===== config.mk =====
export PLATFORM = sky130hd
export DESIGN_NAME = frac_pll_rate
export DESIGN_NICKNAME = d
export VERILOG_FILES = /design/src/rtl/frac_pll_pkg.sv /design/src/rtl/frac_pll_legal.sv /design/src/rtl/frac_pll_operand.sv /design/src/rtl/frac_pll_divider.sv /design/src/rtl/frac_pll_rate.sv
export SDC_FILE = /design/constraint.sdc
export NUM_CORES = 2
export LEC_CHECK = 0
export ABC_AREA = 1
export BUFFER_PORTS_ARGS = -buffer_cell sky130_fd_sc_hd__buf_2
export CORE_MARGIN = 5
export CORE_UTILIZATION = 60
export CTS_CLUSTER_DIAMETER = 100
export DETAILED_ROUTE_END_ITERATION = 12
export PLACE_DENSITY = 0.84
export REMOVE_ABC_BUFFERS = 1
export SKIP_LAST_GASP = 1
export SLEW_MARGIN = 20
export SYNTH_ARGS = -nofsm -noshare
export SYNTH_HDL_FRONTEND = slang
export SYNTH_SLANG_ARGS = --single-unit

===== constraint.sdc =====
create_clock -name clk -period 2.2 [get_ports clk]
set_input_delay 0.44 -clock clk [delete_from_list [all_inputs] [get_ports clk]]
set_output_delay 0.44 -clock clk [all_outputs]
set_load 0.02 [all_outputs]

===== src/rtl/frac_pll_pkg.sv =====
package frac_pll_pkg;
  localparam int M_W      = 10;
  localparam int P_W      = 6;
  localparam int S_W      = 3;
  localparam int K_W      = 16;
  localparam int FRAC_SH  = 16;
  localparam int M_LO     = 64;
  localparam int M_HI     = 1023;
  localparam int P_LO     = 1;
  localparam int P_HI     = 63;
  localparam int S_HI     = 6;

  typedef struct packed {
    logic [M_W-1:0] mul;
    logic [P_W-1:0] pre;
    logic [S_W-1:0] post;
    logic [K_W-1:0] frac;
  } pll_setting_t;
endpackage


===== src/rtl/frac_pll_legal.sv =====
module frac_pll_legal
  import frac_pll_pkg::*;
(
  input  pll_setting_t set_i,
  output logic         legal_o
);
  logic [31:0] m_w, p_w, s_w;

  always_comb begin
    m_w     = 32'(set_i.mul);
    p_w     = 32'(set_i.pre);
    s_w     = 32'(set_i.post);
    legal_o = (m_w >= 32'(M_LO)) && (m_w <= 32'(M_HI)) &&
              (p_w >= 32'(P_LO)) && (p_w <= 32'(P_HI)) &&
              (s_w <= 32'(S_HI));
  end
endmodule


===== src/rtl/frac_pll_operand.sv =====
module frac_pll_operand
  import frac_pll_pkg::*;
#(
  parameter int FIN_W = 32,
  parameter int NUM_W = 64,
  parameter int DEN_W = 28
) (
  input  logic [FIN_W-1:0] fin_i,
  input  pll_setting_t     set_i,
  input  logic             int_only_i,
  output logic [NUM_W-1:0] num_o,
  output logic [DEN_W-1:0] den_o
);
  localparam int MUL_W  = M_W + FRAC_SH + 1;
  localparam int PROD_W = MUL_W + FIN_W;

  logic [K_W-1:0]    k_eff;
  logic [MUL_W-1:0]  term;
  logic [PROD_W-1:0] prod;

  always_comb begin
    k_eff = int_only_i ? '0 : set_i.frac;
    term  = {1'b0, set_i.mul, {FRAC_SH{1'b0}}} +
            {{(MUL_W-K_W){k_eff[K_W-1]}}, k_eff};
    prod  = PROD_W'(term) * PROD_W'(fin_i);
    num_o = NUM_W'(prod);
    den_o = DEN_W'(set_i.pre) << (FRAC_SH + int'(set_i.post));
  end
endmodule


===== src/rtl/frac_pll_divider.sv =====
module frac_pll_divider #(
  parameter int NUM_W = 64,
  parameter int DEN_W = 28
) (
  input  logic             clk,
  input  logic             rst_n,
  input  logic             load_i,
  input  logic [NUM_W-1:0] num_i,
  input  logic [DEN_W-1:0] den_i,
  output logic             busy_o,
  output logic             done_o,
  output logic [NUM_W-1:0] quo_o
);
  localparam int CNT_W = $clog2(NUM_W);
  localparam logic [CNT_W-1:0] LAST = CNT_W'(NUM_W - 1);

  logic [DEN_W-1:0] rem_q, rem_n, den_q, den_n;
  logic [NUM_W-1:0] quo_q, quo_n;
  logic [CNT_W-1:0] cnt_q, cnt_n;
  logic             busy_q, busy_n;
  logic [DEN_W:0]   trial;
  logic             fits;
  logic             en;

  always_comb begin
    trial  = {rem_q, quo_q[NUM_W-1]};
    fits   = trial >= {1'b0, den_q};
    rem_n  = rem_q;
    quo_n  = quo_q;
    den_n  = den_q;
    cnt_n  = cnt_q;
    busy_n = busy_q;
    en     = 1'b0;
    if (busy_q) begin
      en     = 1'b1;
      rem_n  = fits ? DEN_W'(trial - {1'b0, den_q}) : DEN_W'(trial);
      quo_n  = {quo_q[NUM_W-2:0], fits};
      cnt_n  = cnt_q + 1'b1;
      busy_n = (cnt_q != LAST);
    end else if (load_i) begin
      en     = 1'b1;
      rem_n  = '0;
      quo_n  = num_i;
      den_n  = den_i;
      cnt_n  = '0;
      busy_n = 1'b1;
    end
  end

  always_ff @(posedge clk or negedge rst_n) begin
    if (!rst_n) begin
      rem_q  <= '0;
      quo_q  <= '0;
      den_q  <= '0;
      cnt_q  <= '0;
      busy_q <= 1'b0;
    end else if (en) begin
      rem_q  <= rem_n;
      quo_q  <= quo_n;
      den_q  <= den_n;
      cnt_q  <= cnt_n;
      busy_q <= busy_n;
    end
  end

  assign busy_o = busy_q;
  assign done_o = busy_q && (cnt_q == LAST);
  assign quo_o  = quo_n;

  // the partial remainder stays below the divisor through every step
  p_rem_bound_r1: assert property (@(posedge clk) disable iff (!rst_n)
    busy_q |-> (rem_q < den_q));

  // the divisor cannot be replaced while a division is running
  p_den_held_r8: assert property (@(posedge clk) disable iff (!rst_n)
    busy_q |=> (!busy_q || $stable(den_q)));

  // each division starts from step zero
  p_start_count_r7: assert property (@(posedge clk) disable iff (!rst_n)
    $rose(busy_q) |-> (cnt_q == '0));
endmodule


===== src/rtl/frac_pll_rate.sv =====
module frac_pll_rate
  import frac_pll_pkg::*;
#(
  parameter int FIN_W = 32,
  parameter int NUM_W = 64
) (
  input  logic             clk,
  input  logic             rst_n,
  input  logic             start_i,
  input  logic             int_only_i,
  input  logic [FIN_W-1:0] fin_i,
  input  logic [M_W-1:0]   m_i,
  input  logic [P_W-1:0]   p_i,
  input  logic [S_W-1:0]   s_i,
  input  logic [K_W-1:0]   k_i,
  output logic             busy_o,
  output logic             valid_o,
  output logic             err_o,
  output logic [NUM_W-1:0] rate_o
);
  localparam int DEN_W = P_W + FRAC_SH + S_HI;

  pll_setting_t     set;
  logic             legal, accept, load;
  logic [NUM_W-1:0] num, quo;
  logic [DEN_W-1:0] den;
  logic             div_busy, div_done;

  logic             valid_q, valid_n;
  logic             err_q, err_n;
  logic [NUM_W-1:0] rate_q, rate_n;
  logic             res_en;

  assign set = '{mul: m_i, pre: p_i, post: s_i, frac: k_i};

  frac_pll_legal u_legal (
    .set_i   (set),
    .legal_o (legal)
  );

  frac_pll_operand #(.FIN_W(FIN_W), .NUM_W(NUM_W), .DEN_W(DEN_W)) u_operand (
    .fin_i      (fin_i),
    .set_i      (set),
    .int_only_i (int_only_i),
    .num_o      (num),
    .den_o      (den)
  );

  assign accept = start_i && !div_busy;
  assign load   = accept && legal;

  frac_pll_divider #(.NUM_W(NUM_W), .DEN_W(DEN_W)) u_div (
    .clk    (clk),
    .rst_n  (rst_n),
    .load_i (load),
    .num_i  (num),
    .den_i  (den),
    .busy_o (div_busy),
    .done_o (div_done),
    .quo_o  (quo)
  );

  always_comb begin
    valid_n = 1'b0;
    err_n   = err_q;
    rate_n  = rate_q;
    res_en  = 1'b0;
    if (accept && !legal) begin
      res_en  = 1'b1;
      valid_n = 1'b1;
      err_n   = 1'b1;
      rate_n  = '0;
    end else if (div_done) begin
      res_en  = 1'b1;
      valid_n = 1'b1;
      err_n   = 1'b0;
      rate_n  = quo;
    end
  end

  always_ff @(posedge clk or negedge rst_n) begin
    if (!rst_n) begin
      valid_q <= 1'b0;
      err_q   <= 1'b0;
      rate_q  <= '0;
    end else begin
      valid_q <= valid_n;
      if (res_en) begin
        err_q  <= err_n;
        rate_q <= rate_n;
      end
    end
  end

  assign busy_o  = div_busy;
  assign valid_o = valid_q;
  assign err_o   = err_q;
  assign rate_o  = rate_q;

  // a rejected setting always reports a zero rate
  p_err_zero_r4: assert property (@(posedge clk) disable iff (!rst_n)
    err_o |-> (rate_o == '0));

  // the reported rate moves only together with a result pulse
  p_rate_hold_r10: assert property (@(posedge clk) disable iff (!rst_n)
    !$stable(rate_o) |-> valid_o);

  // the error flag moves only together with a result pulse
  p_err_hold_r10: assert property (@(posedge clk) disable iff (!rst_n)
    !$stable(err_o) |-> valid_o);

  // a good result is never reported while the divider still runs
  p_done_idle_r7: assert property (@(posedge clk) disable iff (!rst_n)
    (valid_o && !err_o) |-> !busy_o);
endmodule


==> results.sh <==
export IMPL_outcome="finished with violations"
export IMPL_violations="setup timing"
export IMPL_ys_seq_area_frac=0.1174
export IMPL_synth_async_sr_flop_share=1.000
export IMPL_r2r_start="u_div.rem_q[21]"
export IMPL_firstDrtPassIters=6
export IMPL_grt_ovfl_total=0
export IMPL_clkLatencyLatePin_ns=0.44
export IMPL_clkTransAtPathRegs_ns=0.07
export IMPL_synthFlopType="dfrtp_1"
export IMPL_cts_tree="built"
export IMPL_multi_input_area_um2=28900
export IMPL_endpoint="u_div.quo_q[45]"
export IMPL_crit_arrival_ns=7.34
export IMPL_drive_above_1_share=0.1799
export IMPL_fp_coreArea_um2=62620
export IMPL_fillers=4621
export IMPL_synth_area_um2=37710
export IMPL_post_place_cells=6193
export IMPL_r2r_end="u_div.rem_q[27]"
export IMPL_area_growth_pct=20.33
export IMPL_setup_viol=67
export IMPL_drt_wirelength_per_cell_um=19.05
export IMPL_rsz0062_at_grt="true"
export IMPL_crit_path_max_incr_delay_ns=0.57
export IMPL_worstHoldPathType="input port to flip-flop"
export IMPL_place_hpwl_mm=99.41
export IMPL_pre_cts_ws_ns=-5.612
export IMPL_path_common_cell="fa_1"
export IMPL_grt_usage=0.3571
export IMPL_crit_path_end_kind="flip-flop"
export IMPL_hold_viol_final=0
export IMPL_antenna_found_initial=3
export IMPL_r2r_slack_ns=0.01
export IMPL_synthTopCellsByArea="fa_1 (40%), nand2_1 (14%), inv_1 (13%)"
export IMPL_vias_per_cell=5.497
export IMPL_crit_start="int_only_i"
export IMPL_place_congestion=1.028
export IMPL_final_cell_mix="nand2_1 (1322), inv_1 (1268), fa_1 (738)"
export IMPL_relSlewSlack=0.6444
export IMPL_setup_slack_ns=-4.805
export IMPL_fin_skew_ns=0.01402
export IMPL_initial_core_util=0.6023
export IMPL_fmax_mhz=142.8
export IMPL_wl_mm=119.2
export IMPL_ys_types=48
export IMPL_synth_edf_count=0
export IMPL_drtAntennaViolNets=0
export IMPL_die_area_um2=67970
export IMPL_synth_top_area_frac=0.3981
export IMPL_rows=92
export IMPL_htree_levels=4
export IMPL_start_kind="input port"
export IMPL_numCtsBuffers=17
export IMPL_grt_pass1_wl_mm=190.2
export IMPL_area_sequential_um2=4431
export IMPL_hold_path_depth=2
export IMPL_grt_pass1_vias=36610
export IMPL_syn_inst=4941
export IMPL_fin_hold_ws_ns=0.3147
export IMPL_clock_sinks=177
export IMPL_maxCapViolations=0
export IMPL_ys_seq_elements=177
export IMPL_finalCritPeriodShare=3.184
export IMPL_cts_root_buf="clkbuf_16"
export IMPL_drt_initial_drc_count=3431
export IMPL_maxSlewViolCount=0
export IMPL_fin_nets=6439
export IMPL_numPortBuffers=137
export IMPL_grt_max_degree=65
export IMPL_stdcell_count=6257
export IMPL_routed_via_count=34390
export IMPL_critical_path_max_fanout=5
export IMPL_final_util=0.7247
export IMPL_yosys_warnings=0
export IMPL_critical_path_class="input port to flip-flop"
export IMPL_final_common_cell="nand2_1"
export IMPL_die_width_um=260.7
export IMPL_io_pins=138
export IMPL_crit_required_ns=2.53
export IMPL_reg2reg_depth=10
export IMPL_cpMaxStageDelayCell="fa_2"
export IMPL_clockBufferDepth=2
export IMPL_synth_area_per_cell_um2=7.633
export IMPL_fp_dieH_um=260.7
export IMPL_route_detailed_drc=0
export IMPL_worst_pin_slew_ns=0.5335
export IMPL_period_minus_slack_ns=7.005
export IMPL_yosysTopAreaCell="fa_1"
stage by stage:
step	instance area [µm²]	TNS, ns
floorplan	36850	-423.48
global placement	43030	-301.49
detailed placement	43030	-309.56
CTS	44710	-263.74
global route	45380	-283.60
finish	45380	-265.61
flip-flops by register name, indices dropped and copies added, names as in the netlist:
| signal | count |
|---|---|
| valid_o | 1 |
| u_div.busy_o | 1 |
| u_div.cnt_q | 6 |
| u_div.den_q | 12 |
| err_o | 1 |
| u_div.quo_q | 64 |
| rate_o | 64 |
| u_div.rem_q | 28 |
synthesized netlist by cell type, types with 3 or more instances:
| cell | count |
|---|---|
| o22ai_1 | 51 |
| inv_1 | 1292 |
| or2_2 | 8 |
| o21a_1 | 4 |
| inv_2 | 9 |
| a22o_1 | 15 |
| nand2_1 | 1398 |
| xor2_1 | 5 |
| o31ai_1 | 13 |
| xnor2_1 | 10 |
| nand2_2 | 5 |
| nand4_1 | 20 |
| o21ai_1 | 8 |
| o21ai_0 | 69 |
| o221ai_1 | 8 |
| clkinv_1 | 5 |
| buf_1 | 3 |
| nand3_1 | 224 |
| or2_1 | 4 |
| clkbuf_1 | 164 |
| nand3b_1 | 8 |
| nand2_4 | 4 |
| nor2_1 | 309 |
| ha_1 | 221 |
| nor3_1 | 13 |
| dfrtp_1 | 177 |
| fa_1 | 750 |
| o211ai_1 | 7 |
| buf_4 | 9 |
| buf_2 | 30 |
| a21oi_1 | 72 |
| o21bai_1 | 5 |
worst max-delay path: cells and delay by family:
kind | cells | cell delay (ns)
adders and majority gates | 10 | 4.43
and+or+nand+nor | 14 | 1.35
AOI/OAI and AO/OA | 2 | 0.31
buffers and inverters | 9 | 0.76
worst min path at each step:
stage	startpoint	to	slack (ns)
3_5_place_dp	rst_n	u_div.rem_q[24]	0.43
3_3_place_gp	rst_n	u_div.rem_q[24]	0.42
4_1_cts	s_i[2]	u_div.den_q[19]	0.30
5_1_grt	s_i[2]	u_div.den_q[19]	0.32
2_1_floorplan	rst_n	err_o	0.14
6_report	s_i[2]	u_div.den_q[19]	0.31
metal layers:
layer,vias to the layer above,GRT usage,wire length (µm)
li1,15210,-,-
met1,16640,0.4306,41180
met2,1926,0.5986,56360
met3,610,0.07092,12050
met4,2,0.2081,9601
met5,-,0,12
kinds of logic after synthesis:
family,after synthesis,synth area share
AOI/OAI and AO/OA,259,0.04077
xor gates and xnor gates,15,0.003483
adders and majority gates,971,0.4714
buffers and inverters,1515,0.1531
DFF,177,0.1174
muxes,1,0.0002654
and+or+nand+nor,2003,0.2135
cell type report:
class / count / area share
clock inverters: 14 / 0.003005
repair buffers: 645 / 0.1210
multi-input cells: 3249 / 0.6369
inverters: 1307 / 0.1087
flip-flops and latches: 177 / 0.09763
clock buffers: 18 / 0.009457
well taps: 846 / 0.02332
diodes: 1 / 0.00005514
repair_timing:
action                                 in CTS  in global routing
setup endpoints to repair                  67                 80
hold buffers                                1                  0
resized for setup                         221                150
cloned                                      1                  0
setup buffers                              19                 12
pin swaps                                  80                 54
endpoints found under the hold margin      47                  0
Power is not shown: default switching activity piles up to over one toggle a cycle in this logic, so the estimate is an artifact.
